File: config.mk
export PLATFORM = sky130hd
export DESIGN_NAME = lut_cell
export DESIGN_NICKNAME = d
export VERILOG_FILES = /design/src/rtl/lut_cell_pkg.sv /design/src/rtl/lut_cell_inmux.sv /design/src/rtl/lut_cell_table.sv /design/src/rtl/lut_cell_store.sv /design/src/rtl/lut_cell_drive.sv /design/src/rtl/lut_cell.sv
export SDC_FILE = /design/constraint.sdc
export NUM_CORES = 1
export LEC_CHECK = 0
export ABC_AREA = 1
export BUFFER_PORTS_ARGS = -buffer_cell sky130_fd_sc_hd__buf_2
export CAP_MARGIN = 20
export CORE_AREA = 5 5 42 44
export CTS_BUF_LIST = sky130_fd_sc_hd__clkbuf_4 sky130_fd_sc_hd__clkbuf_8
export CTS_CLUSTER_DIAMETER = 60
export DETAILED_ROUTE_END_ITERATION = 16
export DIE_AREA = 0 0 47 49
export GPL_TIMING_DRIVEN = 1
export PLACE_DENSITY = 0.77
export SYNTH_ARGS = -nofsm -noshare
export SYNTH_HDL_FRONTEND = slang
export SYNTH_SLANG_ARGS = --single-unit
File: constraint.sdc
create_clock -name clk -period 2.5 [get_ports clk]
set_clock_uncertainty 0.1 [all_clocks]
set_input_delay 0.375 -clock clk [delete_from_list [all_inputs] [get_ports clk]]
set_output_delay 0.375 -clock clk [all_outputs]
set_load 0.02 [all_outputs]
File: src/rtl/lut_cell_pkg.sv
package lut_cell_pkg;

    localparam int LUT_K     = 4;
    localparam int LUT_BITS  = 1 << LUT_K;
    localparam int SEL_W     = 2;
    localparam int N_TRACK   = 4;
    localparam int CHAN_W    = 2 * LUT_K;
    localparam int RSVD_W    = 2;
    localparam int CFG_W     = LUT_BITS + LUT_K * SEL_W + 2 + N_TRACK + RSVD_W;

    typedef enum logic [SEL_W-1:0] {
        SRC_LOW    = 2'b00,
        SRC_HIGH   = 2'b01,
        SRC_CHAN_A = 2'b10,
        SRC_CHAN_B = 2'b11
    } src_sel_e;

    typedef struct packed {
        logic [RSVD_W-1:0]             rsvd;
        logic [N_TRACK-1:0]            oe;
        logic                          rst_from_chan;
        logic                          use_reg;
        logic [LUT_K-1:0][SEL_W-1:0]   in_sel;
        logic [LUT_BITS-1:0]           table_bits;
    } cell_cfg_t;

    function automatic logic pick_source(input src_sel_e s, input logic a, input logic b);
        logic r;
        case (s)
            SRC_LOW:    r = 1'b0;
            SRC_HIGH:   r = 1'b1;
            SRC_CHAN_A: r = a;
            default:    r = b;
        endcase
        return r;
    endfunction

endpackage

File: src/rtl/lut_cell_inmux.sv
module lut_cell_inmux
    import lut_cell_pkg::*;
(
    input  logic [SEL_W-1:0] sel,
    input  logic             chan_a,
    input  logic             chan_b,
    output logic             y
);

    src_sel_e sel_e;

    always_comb begin
        sel_e = src_sel_e'(sel);
        y     = pick_source(sel_e, chan_a, chan_b);
    end

endmodule

File: src/rtl/lut_cell_table.sv
module lut_cell_table #(
    parameter int K = 4
) (
    input  logic [(1<<K)-1:0] table_bits,
    input  logic [K-1:0]      addr,
    output logic              q
);

    always_comb q = table_bits[addr];

endmodule

File: src/rtl/lut_cell_store.sv
module lut_cell_store (
    input  logic clk,
    input  logic rst,
    input  logic d,
    input  logic rst_from_chan,
    input  logic chan_rst,
    input  logic use_reg,
    output logic cell_out
);

    logic q_r;
    logic clr;

    always_comb clr = rst_from_chan && chan_rst;

    always_ff @(posedge clk) begin
        if (rst)       q_r <= 1'b0;
        else if (clr)  q_r <= 1'b0;
        else           q_r <= d;
    end

    always_comb cell_out = use_reg ? q_r : d;


    rst_clear_chk: assert property (@(posedge clk) disable iff (rst)
        $past(rst) |-> !q_r);


    chan_clear_chk: assert property (@(posedge clk) disable iff (rst)
        (rst_from_chan && chan_rst) |=> !q_r);


    capture_chk: assert property (@(posedge clk) disable iff (rst)
        !(rst_from_chan && chan_rst) |=> (q_r == $past(d)));

endmodule

File: src/rtl/lut_cell_drive.sv
module lut_cell_drive #(
    parameter int N = 4
) (
    input  logic         result,
    input  logic [N-1:0] oe,
    output logic [N-1:0] track_data,
    output logic [N-1:0] track_en
);

    for (genvar t = 0; t < N; t++) begin : g_track
        always_comb begin
            track_en[t]   = oe[t];
            track_data[t] = oe[t] & result;
        end
    end


    no_leak_chk: assert final ($countones(track_data & ~track_en) == 0);

endmodule

File: src/rtl/lut_cell.sv
module lut_cell
    import lut_cell_pkg::*;
(
    input  logic                clk,
    input  logic                rst,
    input  logic [CFG_W-1:0]    cfg_word,
    input  logic [CHAN_W-1:0]   chan_in,
    input  logic                chan_rst,
    output logic [N_TRACK-1:0]  track_data,
    output logic [N_TRACK-1:0]  track_en
);

    cell_cfg_t        cfg;
    logic [LUT_K-1:0] addr;
    logic             lut_q;
    logic             cell_out;
    logic             unused_rsvd;

    always_comb begin
        cfg         = cell_cfg_t'(cfg_word);
        unused_rsvd = ^cfg.rsvd;
    end

    for (genvar i = 0; i < LUT_K; i++) begin : g_in
        lut_cell_inmux u_mux (
            .sel    (cfg.in_sel[i]),
            .chan_a (chan_in[2*i]),
            .chan_b (chan_in[2*i+1]),
            .y      (addr[i])
        );
    end

    lut_cell_table #(.K(LUT_K)) u_table (
        .table_bits (cfg.table_bits),
        .addr       (addr),
        .q          (lut_q)
    );

    lut_cell_store u_store (
        .clk           (clk),
        .rst           (rst),
        .d             (lut_q),
        .rst_from_chan (cfg.rst_from_chan),
        .chan_rst      (chan_rst),
        .use_reg       (cfg.use_reg),
        .cell_out      (cell_out)
    );

    lut_cell_drive #(.N(N_TRACK)) u_drive (
        .result     (cell_out),
        .oe         (cfg.oe),
        .track_data (track_data),
        .track_en   (track_en)
    );


    const_addr_chk: assert property (@(posedge clk) disable iff (rst)
        (cfg.in_sel == '0) |-> (lut_q == cfg.table_bits[0]));


    all_high_chk: assert property (@(posedge clk) disable iff (rst)
        (cfg.in_sel == {LUT_K{SRC_HIGH}}) |-> (lut_q == cfg.table_bits[LUT_BITS-1]));

endmodule

After elaboration in Yosys (flattened, before gate mapping)
Cells that the tools add are included.

cells by class
  order comparisons = 1
  equal/unequal tests = 8
  muxes and demuxes = 7
  bitwise gates (word level) = 4
  reduce and logical (&&, ||, !) cells = 6

operator list
  kind                  count
  $pmux W1 S3           4
  $eq A2 B1 Y1 const B  4
  $eq A2 B2 Y1 const B  4
  $logic_not A2 Y1      4
  $lt A4 B5 Y1 const B  1
  $and A1 B1 Y1         4
  $bmux W1 S4           1
  $mux W1               2
  $reduce_or A2 Y1      1
  $logic_and A1 B1 Y1   1

storage, ports and cells
  bits in registers = 1
  bits of input ports = 43
  output and inout bits = 8
  logic and storage cells = 27

Depth between registers and ports, before layout
Gate-level depths: netlist of the first run.

  word-level depth = 6
  gate-level depth with buffers = 9
  mapped depth without buffers = 9

Cells and area by module
A second synthesis of the first run with hierarchy kept.

second synthesis, totals
  cell total of the unflattened synthesis = 99
  area total of the unflattened synthesis = 451.7 µm²

modules (own cells, without submodules)
  module          times used  cells each  area an instance (µm²)  sequential area each (µm²)
  lut_cell_table  1           50          230.2                   0.0
  lut_cell_inmux  4           7           27.5                    0.0
  lut_cell_drive  1           12          60.1                    0.0
  lut_cell_store  1           9           51.3                    20.0

Worst setup path before layout of the first run
Ideal clock, no wire load.

  path type = in2out
  from = input port chan_in[1]
  to = output port track_data[0]
  data arrival time = 1393 ps
  data required time = 2025 ps
  setup slack = 632 ps
  cell stages on the path = 9
  buffers on the path = 0
  cell sequence = inv_1 nand3_4 nand2_4 nand2_1 nand3_1 nand3_1 nand3b_2 nand3_2 a21oi_1

between the ends
  cells in the longest elaborated chain, start to end = 5

RTL lines
  item                           line                  RTL
  start: declaration             lut_cell.sv:7         input logic [CHAN_W-1:0] chan_in,
  $pmux W1 S3                    lut_cell_pkg.sv:29    case (s)
  $bmux W1 S4                    lut_cell_table.sv:9   always_comb q = table_bits[addr];
  $mux W1 (not written as such)  lut_cell_table.sv:9
  $mux W1                        lut_cell_store.sv:22  always_comb cell_out = use_reg ? q_r : d;
  $and A1 B1 Y1                  lut_cell_drive.sv:13  track_data[t] = oe[t] & result;
  end: declaration               lut_cell.sv:9         output logic [N_TRACK-1:0] track_data,

Every way passes these cells. The select of a mux whose other input is x is not followed.

Worst setup path in the final report of the first run
  from = input port chan_in[1]
  to = output port track_data[3]

The elaborated chain is that of the path after synthesis.

==> results.json, run 1 <==
{
  "cp-end-kind": "output port",
  "post-place-cells": 132,
  "layout_common_cells": "buf_2, nand3_1, inv_1",
  "dp_hpwl_um": 1162,
  "io_pins": 51,
  "routed_wirelength_um": 1304,
  "crit_chain": "buf_2 -> inv_1 -> nand3_4 -> nand2_4 -> nand2_1 -> nand3_1 -> nand3_1 -> nand3b_2 -> nand3_2 -> a21oi_1 -> buf_2",
  "muxShareOfSynthArea_pct": 0,
  "place.gp.congestion": 0.8366,
  "hp-start": "rst",
  "critPathBufInv": 3,
  "final_common_cell": "buf_2",
  "cts_setup_buffers": 0,
  "synth-simple-area-share_pct": 62.88,
  "postSynthCellCount": 72,
  "crit_arrival_ns": 1.56,
  "period_share_pct": 81.27,
  "die-area_um2": 2303,
  "avgSynthCellArea_um2": 5.665,
  "cts_resized": 0,
  "drc": 0,
  "p_per_area_nw_per_um2": 218.6,
  "largest_reg_flops": 1,
  "grt_max_degree": 10,
  "synth_top_family_by_area": "simple AND/OR/NAND/NOR gates",
  "crit_type": "in -> out",
  "power.total_mw": 0.1395,
  "drtAntennaViolNets": 0,
  "final_max_slew_viol_count": 0,
  "worstMarginPinSlew_ns": 0.2407,
  "worstPathRequired_ns": 2.03,
  "synth_xor_area_share_pct": 0,
  "setup_slack_ns": 0.4683,
  "cp_top_family": "simple AND/OR/NAND/NOR gates",
  "clock.fmax_mhz": 492.2,
  "synth_compound_area_share_pct": 12.88,
  "drt_pass1_iterations": 4,
  "final_layout_size_suffix_gt1_share_pct": 50.00,
  "min_path_type": "in -> reg",
  "synth_fa_ha_area_share_pct": 0,
  "rsz0062_at_grt": "false",
  "ys_ff_latch": 1,
  "wl_per_cell_um": 9.879,
  "syn_area_um2": 407.9,
  "vias": 616,
  "max_stage_delay_ns": 0.18,
  "syn_nets": 115,
  "cts_hold_buf": 0,
  "core-area_um2": 1401,
  "yosysTopAreaCell": "nand3_1",
  "start_kind": "input pin",
  "total_leakage_power_nw": 0.3984,
  "grt_pass1_wl_um": 1994,
  "antenna_cells": 0,
  "ir_drop_uv": 83.14,
  "place_ws_ns": 0.4797,
  "drt_iter0_markers": 4,
  "synthDominantCellAreaShare_pct": 26.99,
  "start_util_pct": 29.11,
  "crit_slowest_cell": "buf_2",
  "crit_start": "chan_in[1]",
  "areaGrowthSynthToFinish_pct": 56.44,
  "slew_headroom_pct": 83.88,
  "fin_crit_ns": 2.032,
  "largestRegisters": "u_store.q_r x1",
  "final-setup-viol-count": 0,
  "top_register": "u_store.q_r",
  "synthTopCellsByArea": "nand3_1, inv_1, nand2_1",
  "grt_overflow": 0,
  "hold_viol_final": 0,
  "antenna_found_initial": 0,
  "grt_util_all_layers_pct": 10.54,
  "fin_cells": 132,
  "ys_types": 16,
  "die_w_um": 47,
  "seq_area_frac_synth_pct": 4.908,
  "rows": 14,
  "yosys_warnings": 0,
  "vias_per_cell": 4.667,
  "maxCapViolCount": 0,
  "port_buffers": 48,
  "layout.nets": 161,
  "clkTransAtPathRegs_ns": 0,
  "timing.setup.tns_ns": 0,
  "grt_pass1_vias": 551,
  "outcome": "complete, no violations",
  "die_height_um": 49,
  "critPathMaxFanout": 9
}
==> cell type report <==
type	instances	area [µm²]
fill	175	763.2
multi-input combinational	54	309.0
timing repair buffer	48	240.2
inverter	13	48.80
sequential	1	20.02
tap	16	20.02
==> synthesized netlist by cell type <==
library cell,instances
nand3_1,22
inv_1,13
nand2_1,12
a21oi_1,5
buf_4,4
nor2_1,3
nand2_2,2
nand2_4,2
nand3_2,2
a31oi_1,1
dfxtp_1,1
nand3_4,1
nand3b_2,1
nor2_2,1
o21ai_1,1
o21ai_4,1
==> per-layer routing <==
| metal | GRT usage, % | wire length, µm | vias up |
|---|---|---|---|
| li1 | - | - | 325 |
| met1 | 12.23 | 484 | 258 |
| met2 | 20.81 | 652 | 33 |
| met3 | 0.7380 | 167 | 0 |
| met4 | 0 | 0 | 0 |
| met5 | 0 | 0 | - |
==> logic make-up after synthesis <==
group	count (synthesis)
AND/OR/NAND/NOR	46
buffers and inverters	17
AO/OA/AOI/OAI	8
flip-flops	1
==> path summary, 6_finish.rpt <==
kind,depth (start not counted),slack (ns),end
setup / recovery,11,0.47,track_data[3]
hold / removal,2,0.43,u_store.q_r
==> report_power, final <==
part	switching [mW]	leakage (nW)	internal, mW
Sequential	0.000347	0.00829	0.0180
Clock	0	0	0
Combinational	0.0667	0.390	0.0544
Total	0.0670	0.398	0.0724
==> through the flow <==
step	instance area [µm²]	hold slack, ns	util (%)
after floorplan	407.9	0.3474	-
after global placement	638.1	0.4319	45.54
after detailed placement	638.1	0.4351	45.54
after CTS	638.1	0.4351	45.54
after global routing	638.1	0.4521	45.54
final	638.1	0.4339	45.54
Power figures use the tool's default switching activity.
==> inputs of run 2 (changes only) <==
--- a/config.mk
+++ b/config.mk
@@ -8,13 +8,13 @@
 export ABC_AREA = 1
 export BUFFER_PORTS_ARGS = -buffer_cell sky130_fd_sc_hd__buf_2
 export CAP_MARGIN = 20
-export CORE_AREA = 5 5 42 44
+export CORE_MARGIN = 5
+export CORE_UTILIZATION = 29
 export CTS_BUF_LIST = sky130_fd_sc_hd__clkbuf_4 sky130_fd_sc_hd__clkbuf_8
 export CTS_CLUSTER_DIAMETER = 60
 export DETAILED_ROUTE_END_ITERATION = 16
-export DIE_AREA = 0 0 47 49
 export GPL_TIMING_DRIVEN = 1
-export PLACE_DENSITY = 0.77
+export PLACE_DENSITY = 0.76
 export SYNTH_ARGS = -nofsm -noshare
 export SYNTH_HDL_FRONTEND = slang
 export SYNTH_SLANG_ARGS = --single-unit
==> constraint.sdc (replaced) <==
create_clock -name clk -period 1.7 [get_ports clk]
set_clock_uncertainty 0.1 [all_clocks]
set_input_delay 0.255 -clock clk [delete_from_list [all_inputs] [get_ports clk]]
set_output_delay 0.255 -clock clk [all_outputs]
set_load 0.02 [all_outputs]
==> run 2 against run 1 <==
Net effect: the run now ends with setup timing left; worst hold slack lost 0.12 ns; sequential share of layout area decreased by 0.86 points; cell area up 38%; flip-flop and latch count is the same; first-iteration DRC count rose by 130%; power rose by 110%; wire length up 30%; largest cell class unchanged; largest power group unchanged.
==> results.json, run 2 (synthesized netlist as in run 1, its figures left out) <==
{
  "final-setup-viol-count": 4,
  "violations": "setup timing",
  "swShare_pct": 48.82,
  "cts_hold_buf": 0,
  "die_w_um": 47.51,
  "drtAntennaViolNets": 0,
  "io_pins": 51,
  "final_common_cell": "buf_2",
  "grt_max_degree": 9,
  "layout.nets": 167,
  "rsz0062_at_grt": "true",
  "vias": 679,
  "start_kind": "input pin",
  "place.gp.congestion": 0.7318,
  "crit_arrival_ns": 1.42,
  "p_switching_mw": 0.1451,
  "fin_cells": 137,
  "period_share_pct": 104.7,
  "crit_start": "cfg_word[17]",
  "critPathMaxFanout": 8,
  "route.met3.wl_um": 158,
  "largestRegisters": "u_store.q_r x1",
  "p_per_area_nw_per_um2": 337.8,
  "setup_slack_ns": -0.07936,
  "crit_end": "track_data[0]",
  "top_register": "u_store.q_r",
  "grt_pass1_vias": 584,
  "final_max_slew_viol_count": 0,
  "rows": 13,
  "worstPathRequired_ns": 1.34,
  "port_buffers": 48,
  "grt_pass1_wl_um": 2208,
  "power.total_mw": 0.2971,
  "top_layer": "met4",
  "timing.setup.tns_ns": -0.2565,
  "areaGrowthSynthToFinish_pct": 115.6,
  "drt_pass1_iterations": 4,
  "ir_drop_uv": 151.6,
  "routed_wirelength_um": 1691,
  "fin_crit_ns": 1.779,
  "dr_wl_met2_um": 957,
  "crit_slowest_cell": "a21oi_2",
  "seq_power_share_pct": 9.1,
  "grt_overflow": 0,
  "cpMostUsedCell": "nand2_8",
  "grt_util_all_layers_pct": 12.79,
  "outcome": "finished with violations",
  "drt_iter0_markers": 9,
  "core-area_um2": 1318,
  "antenna_cells": 0,
  "clkPwrFrac_pct": 0,
  "largest_reg_flops": 1,
  "dpl-instance-area_um2": 651.9,
  "crit_type": "in -> out",
  "vias_per_cell": 4.956,
  "drc": 0,
  "ff_latch_area_um2": 20.02,
  "m1WireLength_um": 559,
  "post-place-cells": 133,
  "hold_slack_ns": 0.3180,
  "die_height_um": 47.51,
  "min_path_type": "in -> reg",
  "hold_viol_final": 0,
  "start_util_pct": 30.96,
  "worstMarginPinSlew_ns": 0.3680,
  "antenna_found_initial": 0,
  "maxCapViolCount": 0,
  "total_leakage_power_nw": 0.4802,
  "nFillCells": 117,
  "final_area_um2": 879.6,
  "comb_power_share_pct": 90.9,
  "die-area_um2": 2257,
  "final_layout_size_suffix_gt1_share_pct": 75.41,
  "cp-end-kind": "output port",
  "slew_headroom_pct": 75.35,
  "multi_input_area_um2": 475.5,
  "p_int_mw": 0.1521,
  "layout_common_cells": "buf_2, nand3_2, inv_1",
  "clock.fmax_mhz": 562.0,
  "crit_chain": "buf_4 -> nand2_4 -> nand2_8 -> nand2_8 -> nand2_1 -> nand3_1 -> nand3_2 -> nand3b_4 -> nand3_4 -> a21oi_2 -> buf_6",
  "dp_hpwl_um": 1182,
  "clkTransAtPathRegs_ns": 0,
  "max_stage_delay_ns": 0.16,
  "wl_per_cell_um": 12.34
}
==> run 2: cell types whose count changed in the layout (fill, tap and decap cells not counted), moves of 4 or more <==
cell and delta:
nand2_2 +6, nand3_1 -13, a21oi_1 -4, a21oi_2 +4, buf_4 +7, nand2_1 -7, nand3_2 +11, buf_6 +5
buf_2 -7
==> run 2: worst min-delay path by stage <==
stage,start,end,slack (ns),depth (start not counted)
after floorplan,rst,u_store.q_r,0.23,1
after global placement,rst,u_store.q_r,0.31,2
after detailed placement,rst,u_store.q_r,0.32,2
after CTS,rst,u_store.q_r,0.32,2
after global routing,rst,u_store.q_r,0.33,2
final,rst,u_store.q_r,0.32,2
==> run 2: critical path, delay by kind of cell <==
| kind | cells | cell delay [ns] |
|---|---|---|
| compound gates | 1 | 0.16 |
| buf+inv | 2 | 0.27 |
| simple gates | 8 | 0.72 |
==> run 2: metal layers <==
layer / track usage (%) / vias to the layer above
met1: 14.57 / 308
met2: 27.01 / 32
met4: 0 / 0
met5: 0 / -
li1: - / 337
met3: 0.3759 / 2
==> run 2: layout make-up <==
| type | instances | area share (%) |
|---|---|---|
| Inverter | 13 | 5.832 |
| Multi-Input combinational cell | 55 | 54.05 |
| Timing Repair Buffer | 53 | 35.70 |
| Sequential cell | 1 | 2.276 |
| Tap cell | 15 | 2.134 |
==> run 2: timing repair <==
item	CTS	global route
setup endpoints to repair	4	4
setup buffers	2	1
cloned	1	0
gates resized for setup	16	32
pin swaps	10	16
==> run 2: metrics by stage <==
stage	utilization, %	setup slack (ns)
2_1_floorplan	-	0.07220
3_3_place_gp	49.48	-0.04865
3_5_place_dp	49.48	-0.09491
4_1_cts	55.84	-0.04011
5_1_grt	66.76	-0.1405
6_report	66.76	-0.07936
==> run 2: power groups by stage <==
stage | logic (mW) | clock network [mW] | registers (mW)
after floorplan | 0.111 | 0 | 0.0269
after global placement | 0.183 | 0 | 0.0270
after detailed placement | 0.187 | 0 | 0.0272
after CTS | 0.218 | 0 | 0.0272
after global routing | 0.293 | 0 | 0.0273
final | 0.270 | 0 | 0.0271
